===== config.mk =====
export PLATFORM = sky130hd
export DESIGN_NAME = spi_sr_ctrl
export DESIGN_NICKNAME = d
export VERILOG_FILES = /design/src/rtl/spi_sr_pkg.sv /design/src/rtl/spi_sr_sampler.sv /design/src/rtl/spi_sr_status.sv /design/src/rtl/spi_sr_tx.sv /design/src/rtl/spi_sr_ctrl.sv
export SDC_FILE = /design/constraint.sdc
export NUM_CORES = 1
export LEC_CHECK = 0
export BUFFER_PORTS_ARGS = -buffer_cell sky130_fd_sc_hd__buf_2
export CAP_MARGIN = 20
export CORE_MARGIN = 4
export CORE_UTILIZATION = 48
export CTS_CLUSTER_SIZE = 40
export DETAILED_ROUTE_END_ITERATION = 6
export GPL_TIMING_DRIVEN = 1
export PLACE_DENSITY = 0.66
export SYNTH_ARGS = -nofsm -noshare
export SYNTH_HDL_FRONTEND = slang
export SYNTH_SLANG_ARGS = --single-unit

===== constraint.sdc =====
create_clock -name clk -period 3 [get_ports clk]
set_clock_uncertainty 0.2 [all_clocks]
set_input_delay 0.6 -clock clk [delete_from_list [all_inputs] [get_ports clk]]
set_output_delay 0.6 -clock clk [all_outputs]
set_load 0.05 [all_outputs]

===== src/rtl/spi_sr_pkg.sv =====
package spi_sr_pkg;
  localparam int BYTE_W = 8;
  localparam logic [BYTE_W-1:0] OP_SETLAT  = 8'h06;
  localparam logic [BYTE_W-1:0] OP_CLRLAT  = 8'h04;
  localparam logic [BYTE_W-1:0] OP_RDSTAT  = 8'h05;
  localparam logic [BYTE_W-1:0] OP_WRSTAT  = 8'h01;
  localparam logic [BYTE_W-1:0] OP_QUADON  = 8'h38;
  localparam logic [BYTE_W-1:0] OP_QUADOFF = 8'hFF;
  localparam logic [BYTE_W-1:0] OP_WR1     = 8'h02;
  localparam logic [BYTE_W-1:0] OP_WR4     = 8'h32;
  localparam logic [BYTE_W-1:0] OP_WR4A    = 8'h12;
  localparam logic [BYTE_W-1:0] CFG_MASK   = 8'hBC;

  typedef enum logic [1:0] {PH_CMD, PH_READ, PH_WDATA, PH_SKIP} phase_e;
endpackage


===== src/rtl/spi_sr_sampler.sv =====
module spi_sr_sampler #(
  parameter int STAGES = 2
) (
  input  logic       clk,
  input  logic       rst_n,
  input  logic       sck,
  input  logic       cs_n,
  input  logic [3:0] io_in,
  output logic       sel,
  output logic       sck_rise,
  output logic       sck_fall,
  output logic       cs_rise,
  output logic [3:0] io_s
);
  localparam int PW = 6;
  localparam logic [PW-1:0] IDLE = 6'b100000;

  logic [PW-1:0] pipe [STAGES];
  logic [PW-1:0] prev;
  logic [PW-1:0] cur;

  always_ff @(posedge clk) begin
    if (!rst_n) begin
      for (int i = 0; i < STAGES; i++) pipe[i] <= IDLE;
      prev <= IDLE;
    end else begin
      pipe[0] <= {cs_n, sck, io_in};
      for (int i = 1; i < STAGES; i++) pipe[i] <= pipe[i-1];
      prev <= pipe[STAGES-1];
    end
  end

  assign cur      = pipe[STAGES-1];
  assign sel      = ~cur[5];
  assign sck_rise = cur[4] & ~prev[4];
  assign sck_fall = ~cur[4] & prev[4];
  assign cs_rise  = cur[5] & ~prev[5];
  assign io_s     = cur[3:0];
endmodule


===== src/rtl/spi_sr_status.sv =====
module spi_sr_status (
  input  logic       clk,
  input  logic       rst_n,
  input  logic       set_lat,
  input  logic       clr_lat,
  input  logic       set_quad,
  input  logic       clr_quad,
  input  logic       wr_en,
  input  logic [7:0] wr_data,
  output logic [7:0] status
);
  logic       prot_en;
  logic       quad;
  logic [1:0] lat_ctl;
  logic [1:0] blk_prot;
  logic       wlatch;

  always_ff @(posedge clk) begin
    if (!rst_n) begin
      prot_en  <= 1'b0;
      quad     <= 1'b0;
      lat_ctl  <= 2'b00;
      blk_prot <= 2'b00;
      wlatch   <= 1'b0;
    end else begin
      if (wr_en) begin
        prot_en  <= wr_data[7];
        lat_ctl  <= wr_data[5:4];
        blk_prot <= wr_data[3:2];
      end
      if (set_quad)      quad <= 1'b1;
      else if (clr_quad) quad <= 1'b0;
      if (set_lat)       wlatch <= 1'b1;
      else if (clr_lat)  wlatch <= 1'b0;
    end
  end

  assign status = {prot_en, quad, lat_ctl, blk_prot, wlatch, 1'b0};

  p_cfg_hold_r6: assert property (@(posedge clk) disable iff (!rst_n)
    !wr_en |=> $stable({status[7], status[5:2]}));
  p_quad_hold_r8: assert property (@(posedge clk) disable iff (!rst_n)
    !(set_quad || clr_quad) |=> $stable(status[6]));
  p_latch_set_r4: assert property (@(posedge clk) disable iff (!rst_n)
    set_lat |=> status[1]);
endmodule


===== src/rtl/spi_sr_tx.sv =====
module spi_sr_tx (
  input  logic       clk,
  input  logic       rst_n,
  input  logic       sel,
  input  logic       sck_fall,
  input  logic       active,
  input  logic       quad,
  input  logic [7:0] status,
  output logic [3:0] io_out,
  output logic [3:0] io_oe
);
  logic [2:0] ptr;

  always_ff @(posedge clk) begin
    if (!rst_n || !sel) begin
      ptr    <= 3'd0;
      io_out <= 4'h0;
      io_oe  <= 4'h0;
    end else if (sck_fall && active) begin
      if (quad) begin
        io_out <= ptr[2] ? status[3:0] : status[7:4];
        io_oe  <= 4'hF;
        ptr    <= ptr + 3'd4;
      end else begin
        io_out <= {2'b00, status[3'd7 - ptr], 1'b0};
        io_oe  <= 4'b0010;
        ptr    <= ptr + 3'd1;
      end
    end
  end

  p_oe_read_r9: assert property (@(posedge clk) disable iff (!rst_n)
    (io_oe != 4'h0) |-> $past(active));
  p_oe_idle_r1: assert property (@(posedge clk) disable iff (!rst_n)
    !sel |=> (io_oe == 4'h0));
endmodule


===== src/rtl/spi_sr_ctrl.sv =====
module spi_sr_ctrl
  import spi_sr_pkg::*;
#(
  parameter int SYNC_STAGES = 2
) (
  input  logic       clk,
  input  logic       rst_n,
  input  logic       sck,
  input  logic       cs_n,
  input  logic [3:0] io_in,
  output logic [3:0] io_out,
  output logic [3:0] io_oe
);
  localparam int CW = $clog2(BYTE_W) + 1;

  logic          sel, sck_rise, sck_fall, cs_rise;
  logic [3:0]    io_s;
  logic [7:0]    status;
  phase_e        phase;
  logic [7:0]    sh, nxt;
  logic [CW-1:0] cnt, cnt_n, step;
  logic          armed, full, wcls;
  logic          quad, wel;
  logic          shift_ev, byte_ev, op_ev, is_wcls;
  logic          set_lat, clr_lat, set_quad, clr_quad, wr_en;

  spi_sr_sampler #(.STAGES(SYNC_STAGES)) u_smp (
    .clk(clk), .rst_n(rst_n), .sck(sck), .cs_n(cs_n), .io_in(io_in),
    .sel(sel), .sck_rise(sck_rise), .sck_fall(sck_fall),
    .cs_rise(cs_rise), .io_s(io_s)
  );

  assign quad = status[6];
  assign wel  = status[1];

  always_comb begin
    step     = quad ? CW'(4) : CW'(1);
    cnt_n    = cnt + step;
    nxt      = quad ? {sh[3:0], io_s} : {sh[6:0], io_s[0]};
    shift_ev = sel && sck_rise && (phase == PH_CMD || phase == PH_WDATA);
    byte_ev  = shift_ev && (cnt_n == CW'(BYTE_W));
    op_ev    = byte_ev && (phase == PH_CMD);
    is_wcls  = (nxt == OP_WRSTAT) || (nxt == OP_WR1) ||
               (nxt == OP_WR4) || (nxt == OP_WR4A);
  end

  assign set_lat  = op_ev && (nxt == OP_SETLAT);
  assign clr_lat  = (op_ev && (nxt == OP_CLRLAT)) || (cs_rise && wcls);
  assign set_quad = op_ev && (nxt == OP_QUADON);
  assign clr_quad = op_ev && (nxt == OP_QUADOFF);
  assign wr_en    = cs_rise && armed && full;

  always_ff @(posedge clk) begin
    if (!rst_n || !sel) begin
      phase <= PH_CMD;
      cnt   <= '0;
      sh    <= '0;
      armed <= 1'b0;
      full  <= 1'b0;
      wcls  <= 1'b0;
    end else if (shift_ev) begin
      sh  <= nxt;
      cnt <= byte_ev ? '0 : cnt_n;
      if (op_ev) begin
        wcls <= is_wcls;
        if (nxt == OP_RDSTAT) phase <= PH_READ;
        else if (nxt == OP_WRSTAT) begin
          phase <= PH_WDATA;
          armed <= wel;
        end else phase <= PH_SKIP;
      end else if (byte_ev) begin
        full  <= 1'b1;
        phase <= PH_SKIP;
      end
    end
  end

  spi_sr_status u_st (
    .clk(clk), .rst_n(rst_n), .set_lat(set_lat), .clr_lat(clr_lat),
    .set_quad(set_quad), .clr_quad(clr_quad), .wr_en(wr_en),
    .wr_data(sh & CFG_MASK), .status(status)
  );

  spi_sr_tx u_tx (
    .clk(clk), .rst_n(rst_n), .sel(sel), .sck_fall(sck_fall),
    .active(phase == PH_READ), .quad(quad), .status(status),
    .io_out(io_out), .io_oe(io_oe)
  );

  p_latch_fall_r7: assert property (@(posedge clk) disable iff (!rst_n)
    $fell(status[1]) |-> $past(cs_rise || op_ev));
  p_commit_at_cs_r6: assert property (@(posedge clk) disable iff (!rst_n)
    !cs_rise |=> $stable({status[7], status[5:2]}));
  p_bit0_zero_r12: assert property (@(posedge clk) disable iff (!rst_n)
    status[0] == 1'b0);
endmodule


# ---- After elaboration in Yosys (flattened, before gate mapping)
# Memories as Yosys holds them, arrays and structs flattened.
# Cells that the tools add are included.
dict set report word_totals {
  mem_bits_rw 12
  regBits 41
  output_inout_bits 8
  word_cells 92
  input_bits 8
  memories 1
}
dict set report classes {
  reduce_logical 27
  n_addsub 4
  bitwise_logic 11
  order_cmp 1
  eq_ne 12
  muxes 21
}
# memory depth width rd rd_clocked_by_memory_dff wr line
set mem_list {}
lappend mem_list {u_smp.pipe 2 6 2 0 2 spi_sr_sampler.sv:18} ;# logic [PW-1:0] pipe [STAGES];
# cell n
set ops {}
lappend ops {{8-bit by 3-bit equality test with 1-bit output, second input constant} 3}
lappend ops {{8-bit by 6-bit equality test with 1-bit output, second input constant} 2}
lappend ops {{4-bit two-way mux} 4}
lappend ops {{1-bit logical AND} 12}
lappend ops {{6-bit two-way mux} 2}
lappend ops {{8-bit by 1-bit equality test with 1-bit output, second input constant} 1}
lappend ops {{8-bit by 2-bit equality test with 1-bit output, second input constant} 1}
lappend ops {{8-bit by 5-bit equality test with 1-bit output, second input constant} 1}
lappend ops {{8-bit equality test, second input constant} 1}
lappend ops {{1-bit two-way mux} 8}
lappend ops {{8-bit two-way mux} 1}
lappend ops {{1-bit logical OR} 6}
lappend ops {{2-bit two-way mux} 3}
lappend ops {{3-bit two-way mux} 2}
lappend ops {{1-bit inverter} 6}
lappend ops {{2-bit nonzero test} 3}
lappend ops {{4-bit by 3-bit adder with 4-bit output} 1}
lappend ops {{4-bit equality test, second input constant} 1}
lappend ops {{3-bit by 4-bit < comparator with 1-bit output, second input constant} 1}
lappend ops {{2-bit AND reduction} 2}
lappend ops {{4-bit AND reduction} 1}
lappend ops {{3-bit by 1-bit adder with 3-bit output, second input constant} 1}
lappend ops {{3-bit adder, second input constant} 1}
lappend ops {{1-bit AND} 3}
lappend ops {{other kinds (8)} 9}

# ---- Depth between registers and ports, before layout
# Gate-level depths: netlist (run 1).
dict set report logic_depth {
  depth_word 10
  mapped_depth 9
  mapped_depth_nobuf 7
}

# ---- By module
# From an unflattened synthesis (run 1), not the netlist that was laid out.
dict set report unflattened {
  hier_cells 238
  hier_area_um2 2304.7
}
# module instances cells_each seq_area_each_um2 area_each_um2
set modules_own_cells {}
lappend modules_own_cells {spi_sr_ctrl 1 126 340.3 1112.3}
lappend modules_own_cells {spi_sr_tx 1 48 180.2 457.9}
lappend modules_own_cells {spi_sr_sampler 1 37 280.3 440.4}
lappend modules_own_cells {spi_sr_status 1 27 140.1 294.0}

# ---- Worst setup path after synthesis (run 1)
# Ideal clock, no wire load.
dict set report synth_timing {
  path_type {register to register}
  startpoint {reg u_st.quad}
  endpoint {reg wcls}
  setup_time_ps 122
  n_path_buf 2
  setup_slack_ps 567
  stages_incl_launch_ff 10
  t_arrival_ps 2111
  synth_period_minus_slack_ps 2433
  required_ps 2678
  cell_sequence {dfxtp_1 -> buf_2 -> buf_2 -> inv_1 -> ha_1 -> ha_1 -> xnor2_1 -> nand4_1 -> nand2b_1 -> o311a_1}
}
dict set report synth_via {
  elab_chain_cells 6
  elab_cells_between_ends 14
  cone_classes {1 x add/sub; 5 x eq/ne; 2 x mux; 6 x reduce/logical}
}
# element line
set synth_lines {}
lappend synth_lines {{start, declared} spi_sr_status.sv:13} ;# logic quad;
lappend synth_lines {{start signal, assigned} spi_sr_status.sv:21} ;# quad <= 1'b0;
lappend synth_lines {{start signal, assigned} spi_sr_status.sv:31} ;# if (set_quad) quad <= 1'b1;
lappend synth_lines {{start signal, assigned} spi_sr_status.sv:32} ;# else if (clr_quad) quad <= 1'b0;
lappend synth_lines {{3-bit two-way mux} spi_sr_ctrl.sv:37} ;# step = quad ? CW'(4) : CW'(1);
lappend synth_lines {{4-bit by 3-bit adder with 4-bit output} spi_sr_ctrl.sv:38} ;# cnt_n = cnt + step;
lappend synth_lines {{4-bit equality test} spi_sr_ctrl.sv:41} ;# byte_ev = shift_ev && (cnt_n == CW'(BYTE_W));
lappend synth_lines {{1-bit logical AND} spi_sr_ctrl.sv:41}
lappend synth_lines {{1-bit logical AND} spi_sr_ctrl.sv:42} ;# op_ev = byte_ev && (phase == PH_CMD);
lappend synth_lines {{2-bit AND reduction (no source line)} -}
lappend synth_lines {{end signal, assigned} spi_sr_ctrl.sv:65} ;# wcls <= is_wcls;
lappend synth_lines {{end, declared} spi_sr_ctrl.sv:22} ;# logic armed, full, wcls;
# Parallel ways exist; a longest one is shown, timed or not.
# A chain may end at the register's enable or synchronous reset.

# ---- Worst setup path in the final report (run 1)
dict set report layout_timing {
  startpoint {reg u_st.quad}
  endpoint {reg armed}
}
dict set report layout_via {
  elab_chain_cells 6
  elab_cells_between_ends 10
  cone_classes {1 x add/sub; 3 x eq/ne; 2 x mux; 1 x bitwise; 3 x reduce/logical}
}
# element line
set layout_lines {}
lappend layout_lines {{3-bit two-way mux} spi_sr_ctrl.sv:37}
lappend layout_lines {{4-bit by 3-bit adder with 4-bit output} spi_sr_ctrl.sv:38}
lappend layout_lines {{4-bit equality test} spi_sr_ctrl.sv:41}
lappend layout_lines {{1-bit logical AND} spi_sr_ctrl.sv:41}
lappend layout_lines {{1-bit logical AND} spi_sr_ctrl.sv:42}
lappend layout_lines {{4-bit AND reduction (no source line) *} -}
lappend layout_lines {{end signal, assigned} spi_sr_ctrl.sv:69} ;# armed <= wel;
lappend layout_lines {{end, declared} spi_sr_ctrl.sv:22}
# Mark *: on every way between the ends. The rest lies on a longest branch, timed or not.

==> results of run 1 <==
synthesized netlist by cell type, drive strengths merged, types with 2 or more instances:
master   count
dfxtp       47
nand2       19
nor2        17
mux2i       15
a21oi       14
and2        12
nor2b        9
a211oi       8
buf          7
clkbuf       7
nor4         7
nand2b       6
nand3        6
ha           4
inv          4
nor4b        4
o21ai        3
xnor2        3
a31oi        2
o2111ai      2
o21bai       2
o22ai        2
or3          2
xor2         2
final cells by class:
| cell class | count | area, µm² | share of cell area, % |
|---|---|---|---|
| Clock buffer | 8 | 100 | 4.39 |
| Timing Repair Buffer | 18 | 97.6 | 4.28 |
| Tap cell | 50 | 62.6 | 2.74 |
| Sequential cell | 47 | 941 | 41.2 |
| Multi-Input combinational cell | 159 | 1060 | 46.5 |
| Inverter | 5 | 18.8 | 0.822 |
state kept, by name (all words and copies together) (netlist names):
| signal | count |
|---|---|
| u_smp.pipe | 12 |
| sh | 8 |
| cnt | 4 |
| u_tx.io_out | 4 |
| u_tx.ptr | 3 |
| phase | 2 |
| u_smp.prev | 2 |
| u_st.blk_prot | 2 |
| u_st.lat_ctl | 2 |
| u_tx.io_oe | 2 |
| armed | 1 |
| full | 1 |
| u_st.prot_en | 1 |
| u_st.quad | 1 |
| u_st.wlatch | 1 |
| wcls | 1 |
logic make-up (layout without fill, tap and decap cells):
group                      Yosys count  after routing  synth area share (%)
DFF                                 47             47                  45.1
muxes                               16             16                  7.73
adders and majority gates            4              4                  2.40
xor gates and xnor gates             5              5                  2.10
and+or+nand+nor                     93             93                  25.5
AOI/OAI and AO/OA                   41             41                  13.1
buffers and inverters               19             31                  4.07
stage by stage:
stage	hold slack, ns	total power (µW)	setup WS, ns	std cells	utilization [%]
2_1_floorplan	0.186	666	0.567	225	-
3_3_place_gp	0.196	675	0.697	279	53.0
3_5_place_dp	0.197	676	0.631	279	53.0
4_1_cts	0.221	1080	0.708	287	55.5
5_1_grt	0.240	1110	0.506	287	55.5
6_report	0.217	1070	0.743	287	55.5
path summary, 6_finish.rpt:
kind,start,end,slack [ns]
max reg2reg,u_st.quad$_SDFFE_PN0P_,armed$_SDFFE_PP0P_,0.74
min,u_smp.pipe[0][5]$_SDFF_PN1_,u_smp.pipe[0][11]$_SDFF_PN1_,0.22
max,u_st.quad$_SDFFE_PN0P_,armed$_SDFFE_PP0P_,0.74
min reg2reg,u_smp.pipe[0][5]$_SDFF_PN1_,u_smp.pipe[0][11]$_SDFF_PN1_,0.22
critical path: stages (launching register included):
cell     delay, ns
dfxtp_1       0.36
inv_1         0.08
ha_1          0.20
ha_1          0.19
xnor2_1       0.34
nand4_1       0.23
nor4_1        0.36
mux2i_1       0.23
where the power goes:
group | internal [µW] | switching [µW] | leakage [µW]
combinational | 11.4 | 12.2 | 0.000368
clock | 210 | 200 | 0.0000515
sequential | 632 | 5.06 | 0.000381
per-layer routing:
layer | up-vias | global-route usage [%] | part of all wire (%)
met4 | 0 | 8.45 | 1.1
met2 | 25 | 26.4 | 47
li1 | 821 | - | -
met1 | 732 | 22.3 | 49
met3 | 4 | 3.65 | 3.1
met5 | - | 0 | 0
==> metrics, run 1 <==
status=completed; # clock sinks=47; initial antenna violation count=0; crit path DAT=2.28 ns; FF-to-FF path depth=7; Critical Path RT=3.02 ns; FILL cells=395; Final nets=248; H-tree depth=2; number of enable flip-flop cells after synthesis=0; top post-synthesis cells by area=dfxtp_1 45%, mux2i_1 7.2%, and2_1 3.6%; Setup Buffers After CTS=0; CTS tree=yes; commonest non-fill, non-tap cell in the layout=dfxtp_1; Reg clk slew, reported paths=0.08 ns; number of global-route vias before repair=1505; Power Dens Cells=469 nW/µm²; Core Region=4120 µm²; Critical Path Start Type=flop; Clock Latency Late Sink=0.30 ns; RSZ-0062 raised after global routing=false; Slew HR=70.7%; DRC errors left=0; part of the cycle the worst path needs=75.2%; maximum clock insertion buffer count=2; top-area cell type share of the netlist area=45.1%; post-synthesis area per instance=9.28 µm²; Max VDD drop=287 µV; first-pass GRT wire length=7030 µm; Synth-to-Final Area Change=9.29%; Tmin final=2.26 ns; All-Layer GR Usage=17.0%; Synth Net Count=237; total of max-cap violations=0; most frequent cells in the layout=47 x dfxtp_1, 19 x nand2_1, 17 x nor2_1; maximum number of pins on one net before global-route repair=30; Clock Root Buffer=clkbuf_8; post-synth top area cell=dfxtp_1; fmax=0.443 GHz; final WL=4150 µm; DRT iter0 DRCs=115; asr flop ratio synth=0%; Routed wire per std cell=14.4 µm; post-route ant nets=0; Die Wd=74.0 µm; CP endpoint kind=flop; worst hold path type=flop to flop; grt total ovfl=0; Cells after Synth=225; I/O Buffers=15; die height=74.0 µm; Final Cell Area=2280 µm²; Final Setup Violations=0; hold bufs inserted after CTS=0; Final GP Congestion=0.789; Tightest Pin Transition=0.433 ns; Setup TNS Final=0 ns; Slew Limit Fails=0; Main synth FF type=dfxtp_1; # diodes=0; dpl hpwl=2890 µm; I/O pins=16; vias=1582; final hold vios=0; CTS buffer count=5; Netlist Area Pre-Place=2090 µm²; Leak=0.000800 µW; placed cell area=2180 µm²; post-synthesis cell type count=47; Initial Util=50.7%; drt first pass iters=4; vias per cell=5.51; sequential share of the synthesized area=45.1%; Seq cells post-synth=47; critical path fanouts, max=5; die area=5470 µm²; post_cts resized=0; Std-Cell Rows=23; hold depth=1; layout cells sized above 1=11.8%; Crit Path Class=flop to flop; YS warnings=0
(Power assumes the default switching activity.)
==> run 2, diff against run 1 <==
Clock period 3 ns to 2.3 ns, I/O delays scaled along.
==> run 2 against run 1 <==
Compared with the run above: first-iteration DRC count is 7.8% lower; worst hold slack worse by 0.047 ns; fmax is 4.3% higher; critical endpoint is now u_st.quad$_SDFFE_PN0P_; non-clock buffer count is 4 higher; sequential power is 30% higher.
==> metrics, run 2 (synthesized netlist as in run 1, its figures left out) <==
Initial Util=50.7%; Slew Limit Fails=0; vias per cell=5.46; maximum number of pins on one net before global-route repair=30; # clock sinks=47; FF-to-FF path depth=7; Core Region=4120 µm²; die area=5470 µm²; Hold WS=0.170 ns; # diodes=0; initial antenna violation count=0; Tot Pwr=1330 µW; status=completed; H-tree depth=2; Routed wire per std cell=13.9 µm; Slew HR=71.4%; Max VDD drop=423 µV; dpl hpwl=2960 µm; I/O pins=16; hold depth=2; Setup TNS Final=0 ns; DRC errors left=0; grt total ovfl=0; Crit Path Class=flop to flop; final hold vios=0; Reg clk slew, reported paths=0.08 ns; post-route ant nets=0; Std-Cell Rows=23; Final GP Congestion=0.814; crit path DAT=2.16 ns; first-pass GRT wire length=7050 µm; layout cells sized above 1=14.5%; number of flip-flops in the largest register=12; Critical Path RT=2.29 ns; critical path fanouts, max=5; Tightest Pin Transition=0.422 ns; worst hold path type=primary input to flop; Leak=0.000810 µW; final cell count without fillers=291; All-Layer GR Usage=16.7%; Largest regs=u_smp.pipe x12, sh x8; Final Setup Violations=0; Top reg by flops=u_smp.pipe; vias=1588; GR Util met3=4.05%; busiest grt layer=met1; Final nets=252; maximum clock insertion buffer count=2; drt first pass iters=4; met2 Usage GRT=24.0%; die height=74.0 µm; CTS tree=yes; I/O Buffers=15; Synth-to-Final Area Change=10.7%; commonest non-fill, non-tap cell in the layout=dfxtp_1; CP endpoint kind=flop; met1 usage=24.7%; CTS buffer count=5; DRT iter0 DRCs=106; final worst slack=0.137 ns; Clock Latency Late Sink=0.29 ns; Tmin final=2.16 ns; number of global-route vias before repair=1470; fmax=0.462 GHz; Critical Path Start Type=flop; final WL=4040 µm; pre-CTS WS=0.101 ns; Clock Root Buffer=clkbuf_8; most frequent cells in the layout=46 x dfxtp_1, 19 x nand2_1, 16 x nor2_1; dpl cells=282; Power Dens Cells=578 nW/µm²; Die Wd=74.0 µm; part of the cycle the worst path needs=94.0%; total of max-cap violations=0
[run 2: final cells by class]
type | instances | area [µm²]
repair buffers | 22 | 128
well taps | 50 | 62.6
fillers | 383 | 1800
clock buffers | 7 | 76.3
flip-flops and latches | 47 | 942
multi-input cells | 159 | 1080
clock inverters | 1 | 5.00
inverters | 5 | 18.8
[run 2: layer usage]
metal / wire (µm) / part of all wire, % / vias to the layer above
met1: 2130 / 53 / 732
met4: 41 / 1.0 / 0
li1: - / - / 830
met3: 135 / 3.3 / 4
met5: 0 / 0 / -
met2: 1740 / 43 / 22
[run 2: through the flow]
stage	utilization [%]	cell area [µm²]
6_report	56.2	2310
5_1_grt	56.2	2310
4_1_cts	55.9	2300
3_5_place_dp	54.0	2220
3_3_place_gp	54.0	2220
2_1_floorplan	-	2110
[run 2: worst max-delay path: stages, from the launching register on]
cell     delay [ns]
dfxtp_2        0.35
inv_1          0.07
ha_1           0.21
ha_1           0.22
xnor2_2        0.25
nand3_1        0.13
or3_1          0.36
o32ai_1        0.29
[run 2: power breakdown]
part           switching (µW)  internal [µW]
registers                7.04            824
logic                    16.3           16.6
clock network             257            214
total                     281           1050
[run 2: path summary, 6_finish.rpt]
path         slack [ns]                        start                           end
max                0.14       u_st.quad$_SDFFE_PN0P_        u_st.quad$_SDFFE_PN0P_
min reg2reg        0.21  u_smp.pipe[0][5]$_SDFF_PN1_  u_smp.pipe[0][11]$_SDFF_PN1_
min                0.17                     io_in[2]   u_smp.pipe[0][2]$_SDFF_PN0_
max reg2reg        0.14       u_st.quad$_SDFFE_PN0P_        u_st.quad$_SDFFE_PN0P_
[run 2: repair_timing]
item | CTS | global route
resized for setup | 0 | 1
buffers inserted | 0 | 1
endpoints found under the setup margin | 0 | 4
hold buffers | 0 | 0
hold endpoints to repair | 0 | 0
